$ cat src/rtl/pri_claim_decoder.sv
module pri_claim_decoder #(
  parameter int ADDR_W = 32
) (
  input  logic              clk,
  input  logic              rst_n,
  input  logic              frame_start,
  input  logic [3:0]        cmd,
  input  logic [ADDR_W-1:0] addr,
  input  logic [ADDR_W-1:0] io_base,
  input  logic [ADDR_W-1:0] io_limit,
  input  logic [ADDR_W-1:0] mem_base,
  input  logic [ADDR_W-1:0] mem_limit,
  input  logic [ADDR_W-1:0] mmio_base,
  input  logic [ADDR_W-1:0] mmio_limit,
  output logic              claim,
  output logic              forward,
  output logic [2:0]        cmd_kind
);

  localparam logic [2:0] K_OTHER = 3'd0;
  localparam logic [2:0] K_IACK  = 3'd1;
  localparam logic [2:0] K_SPEC  = 3'd2;
  localparam logic [2:0] K_IORD  = 3'd3;
  localparam logic [2:0] K_IOWR  = 3'd4;
  localparam logic [2:0] K_MRD   = 3'd5;
  localparam logic [2:0] K_MWR   = 3'd6;
  localparam logic [2:0] K_RSVD  = 3'd7;

  logic io_hit, mem_hit, mmio_hit;
  logic [2:0] kind_d;
  logic claim_d;

  assign io_hit   = (io_base   <= io_limit)   && (addr >= io_base)   && (addr <= io_limit);
  assign mem_hit  = (mem_base  <= mem_limit)  && (addr >= mem_base)  && (addr <= mem_limit);
  assign mmio_hit = (mmio_base <= mmio_limit) && (addr >= mmio_base) && (addr <= mmio_limit);

  always_comb begin
    case (cmd)
      4'b0000: kind_d = K_IACK;
      4'b0001: kind_d = K_SPEC;
      4'b0010: kind_d = K_IORD;
      4'b0011: kind_d = K_IOWR;
      4'b0110: kind_d = K_MRD;
      4'b0111: kind_d = K_MWR;
      4'b0100, 4'b0101, 4'b1000, 4'b1001: kind_d = K_RSVD;
      default: kind_d = K_OTHER;
    endcase
  end

  always_comb begin
    case (kind_d)
      K_IORD, K_IOWR: claim_d = io_hit;
      K_MRD,  K_MWR:  claim_d = mem_hit | mmio_hit;
      default:        claim_d = 1'b0;
    endcase
  end

  always_ff @(posedge clk) begin
    if (!rst_n) begin
      claim    <= 1'b0;
      forward  <= 1'b0;
      cmd_kind <= K_OTHER;
    end else if (frame_start) begin
      claim    <= claim_d;
      forward  <= claim_d;
      cmd_kind <= kind_d;
    end
  end

  p_hold_r7: assert property (@(posedge clk) disable iff (!rst_n)
    !frame_start |=> ($stable(claim) && $stable(forward) && $stable(cmd_kind)));

  p_fwd_match_r8: assert property (@(posedge clk) disable iff (!rst_n)
    claim == forward);

  p_never_iack_spec_r5: assert property (@(posedge clk) disable iff (!rst_n)
    (frame_start && cmd[3:1] == 3'b000) |=> !claim);

  p_never_rsvd_r6: assert property (@(posedge clk) disable iff (!rst_n)
    (frame_start && (cmd[3:1] == 3'b010 || cmd[3:1] == 3'b100 || cmd[3] && cmd[2:1] != 2'b00)) |=> !claim);

  p_io_outside_r3: assert property (@(posedge clk) disable iff (!rst_n)
    (frame_start && cmd[3:1] == 3'b001 && (addr < io_base || addr > io_limit)) |=> !claim);

  p_mem_outside_r4: assert property (@(posedge clk) disable iff (!rst_n)
    (frame_start && cmd[3:1] == 3'b011 && (addr < mem_base || addr > mem_limit)
      && (addr < mmio_base || addr > mmio_limit)) |=> !claim);

  p_mrd_kind_r9: assert property (@(posedge clk) disable iff (!rst_n)
    (frame_start && cmd == 4'b0110) |=> cmd_kind == 3'd5);

  p_reset_r1: assert property (@(posedge clk)
    !rst_n |=> (!claim && !forward && cmd_kind == 3'd0));

endmodule

$ cat config.mk
export PLATFORM = sky130hd
export DESIGN_NAME = pri_claim_decoder
export DESIGN_NICKNAME = d
export VERILOG_FILES = /design/src/rtl/pri_claim_decoder.sv
export SDC_FILE = /design/constraint.sdc
export NUM_CORES = 1
export LEC_CHECK = 0
export BUFFER_PORTS_ARGS = -buffer_cell sky130_fd_sc_hd__buf_2
export CORE_UTILIZATION = 30
export DETAILED_ROUTE_END_ITERATION = 8
export SLEW_MARGIN = 20
export SYNTH_ARGS = -nofsm -noshare
export SYNTH_HDL_FRONTEND = slang
export SYNTH_SLANG_ARGS = --single-unit
$ cat constraint.sdc
create_clock -name clk -period 6.38 [get_ports clk]
set_input_delay 0.957 -clock clk [delete_from_list [all_inputs] [get_ports clk]]
set_output_delay 0.957 -clock clk [all_outputs]
set_load 0.05 [all_outputs]
==> flow_summary.json <==
{
  "run_status": "completed",
  "max_stage_delay_ns": 0.74,
  "path_max_fanout": 6,
  "hold_path.class": "flop to flop",
  "postSynth.asyncResetShare_pct": 0,
  "cts_setup_buffers": 0,
  "required_ns": 6.55,
  "avgSynthCellArea_um2": 7.51,
  "vias_per_cell": 5.00,
  "nFillCells": 2462,
  "switchingPower_w": 0.000320,
  "rsz0062_at_grt": "false",
  "skew_ns": 0,
  "post-place-ws_ns": 2.80,
  "fin_crit_ns": 3.22,
  "seq_area_frac_synth_pct": 1.13,
  "h-tree-depth": 1,
  "hold_buffers": 0,
  "worstSetupEndpointType": "flop",
  "die_y_um": 156,
  "wirelength_um": 24900,
  "cpMaxStageDelayCell": "a2111oi_0",
  "drive_gt1_share_pct": 20.5,
  "io_buffers": 235,
  "cts_buffer_depth": 2,
  "multi_input_area_um2": 6260,
  "cts_resized": 0,
  "first_pass_iters": 4,
  "slew_viol_final": 0,
  "grt_pass1_wl_um": 38800,
  "synthXorXnorAreaFrac_pct": 0.124,
  "num_rows": 55,
  "synth_edf_count": 0,
  "hold_depth": 2,
  "final_util_pct": 38.1,
  "cts_buffers": 3,
  "pwr-share-clk_pct": 15.9,
  "report.power.total_w": 0.000660,
  "vias": 7487,
  "worstPathCellList": "buf_2, ha_1, a21oi_1, o21ai_1, o21bai_1, a31oi_1, a2111oi_0, o2111ai_1, nand4_1",
  "placed_cells": 1489,
  "crit_family": "compound AO/OA/AOI/OAI gates",
  "rr_worst_depth": 3,
  "drc": 0,
  "synth.ff_latch_count": 4,
  "peakVddDrop_uv": 58.6,
  "leakage_nw": 5.23,
  "clock_sinks": 4,
  "post_drt_wl_per_cell_um": 16.6,
  "fin_nets": 1703,
  "setup_slack_ns": 3.16,
  "grt-ovfl-total": 0,
  "final_cells": 1497,
  "io_pins": 236,
  "synthesis.nets": 1464,
  "synth_compound_area_share_pct": 20.6,
  "grt_usage_pct": 20.5,
  "syn-cell-area_um2": 7080,
  "cp-start-kind": "input port",
  "netlist_top_cells_count": "ha_1, inv_1, a21oi_1, nand2_1, nand4_1",
  "grt_max_degree": 9,
  "clock_latency_ns": 0.23,
  "synthFlopType": "dfxtp_1",
  "switching_share_pct": 48.6,
  "place_congestion": 0.886,
  "dieArea_um2": 24200,
  "max_freq_mhz": 310,
  "die_w_um": 156,
  "hold_viol_final": 0,
  "drt_iter0_markers": 264,
  "cp.arrival_ns": 3.40,
  "start_util_pct": 30.9,
  "setup_viol": 0,
  "netlist.area_leader.share_pct": 51.4,
  "synthDistinctLibCells": 47,
  "cts.reportedPaths.clkPinSlew_ns": 0.04,
  "root_buffer": "clkbuf_16",
  "synth_area_leader_cell": "ha_1",
  "coreArea_um2": 22900,
  "dp_hpwl_um": 23000,
  "synth_top_family_by_area": "adder cells",
  "r2r-start": "cmd_kind[2]",
  "seqPwrFrac_pct": 4.1,
  "reg2reg_to": "cmd_kind[2]",
  "ys_warn_count": 0,
  "min_to": "cmd_kind[1]",
  "hp-start": "cmd_kind[1]",
  "grt_pass1_vias": 7511,
  "antenna_found_initial": 8,
  "reg2reg_slack_ns": 5.62,
  "p_per_area_nw_per_um2": 75.6,
  "post-route-period-util_pct": 50.5,
  "regArea_um2": 80.1,
  "timing.slew.headroom_pct": 38.8,
  "maxCapViolations": 0,
  "worstSetupPathDepth": 9,
  "p_int_w": 0.000339,
  "area.growth.synth_to_final_pct": 23.3,
  "ant_nets": 0,
  "yosys-top-cells-area": "ha_1, inv_1, a21oi_1",
  "post-synth-top-count-cell": "ha_1",
  "combPwrFrac_pct": 80.0,
  "fin_tns_setup_ns": 0,
  "synth_fa_ha_area_share_pct": 51.4,
  "yosys.area_share.simple_pct": 15.8,
  "worst-setup-path-type": "input port to flop",
  "cts_tree": "done",
  "path_buf_inv": 1,
  "yosys-mux-area-fraction_pct": 0.442,
  "synthCells": 942,
  "worstMarginPinSlew_ns": 0.895
}
## worst max path at each step
stage,to,start
after floorplan,forward,mmio_limit[11]
after global placement,forward,addr[14]
after detailed placement,forward,addr[11]
after CTS,forward,addr[11]
after global routing,forward,addr[11]
final,forward,addr[11]
## power groups by stage
stage / Combinational [W] / Sequential (W) / Clock [W]
after CTS: 0.000531 / 0.0000271 / 0.000106
after floorplan: 0.000309 / 0.0000319 / 0
after detailed placement: 0.000527 / 0.0000275 / 0
after global routing: 0.000609 / 0.0000272 / 0.000107
after global placement: 0.000514 / 0.0000275 / 0
final: 0.000528 / 0.0000271 / 0.000105
## metal layers
metal  share of wire (%)  vias to the layer above  global-route usage [%]
met4                0.93                        8                    2.80
met1                  47                     3338                    26.6
li1                    -                     3912                       -
met5                0.22                        -                       0
met2                  46                      205                    36.3
met3                 5.7                       24                    2.97
## through the flow
step | area, um^2 | hold WS [ns]
finish | 8730 | 0.509
global route | 8720 | 0.545
CTS | 8710 | 0.514
detailed placement | 8640 | 0.503
global placement | 8640 | 0.496
floorplan | 7080 | 0.743
## cells by family after synthesis
family	count (synthesis)
adders and majority gates	291
AOI/OAI and AO/OA	232
and+or+nand+nor	215
buffers and inverters	196
DFF	4
muxes	3
xor gates and xnor gates	1
## area by class of cell
class	count	share of cell area (%)
Antenna cell	5	0.143
Clock buffer	3	0.860
Inverter	195	8.39
Multi-Input combinational cell	742	71.7
Sequential cell	4	0.918
Tap cell	313	4.49
Timing Repair Buffer	235	13.5
## flip-flops by register name, indices dropped and copies added, names as in the netlist
signal / cells
forward: 1
cmd_kind: 3
## layout by cell type, fill, tap and decap left out, types with 4 or more instances in the layout
cell type,n
nand2_1,56
nor2b_1,14
nand2b_1,5
diode_2,5
a221oi_1,7
inv_1,195
a21o_1,38
a21oi_1,98
a211oi_1,18
and4_1,8
o21ai_1,11
o21ai_0,22
nor4_1,5
ha_1,291
dfxtp_1,4
buf_2,235
nor2_1,32
o2111ai_1,4
nand3_1,24
o211ai_1,12
nand4_1,50
nor3_1,7
## worst min-delay path, delay by kind of cell (launching register included)
kind | cells | cell delay [ns]
simple gates | 1 | 0.10
flops | 1 | 0.31
mux | 1 | 0.06
(Power assumes the default switching activity.)
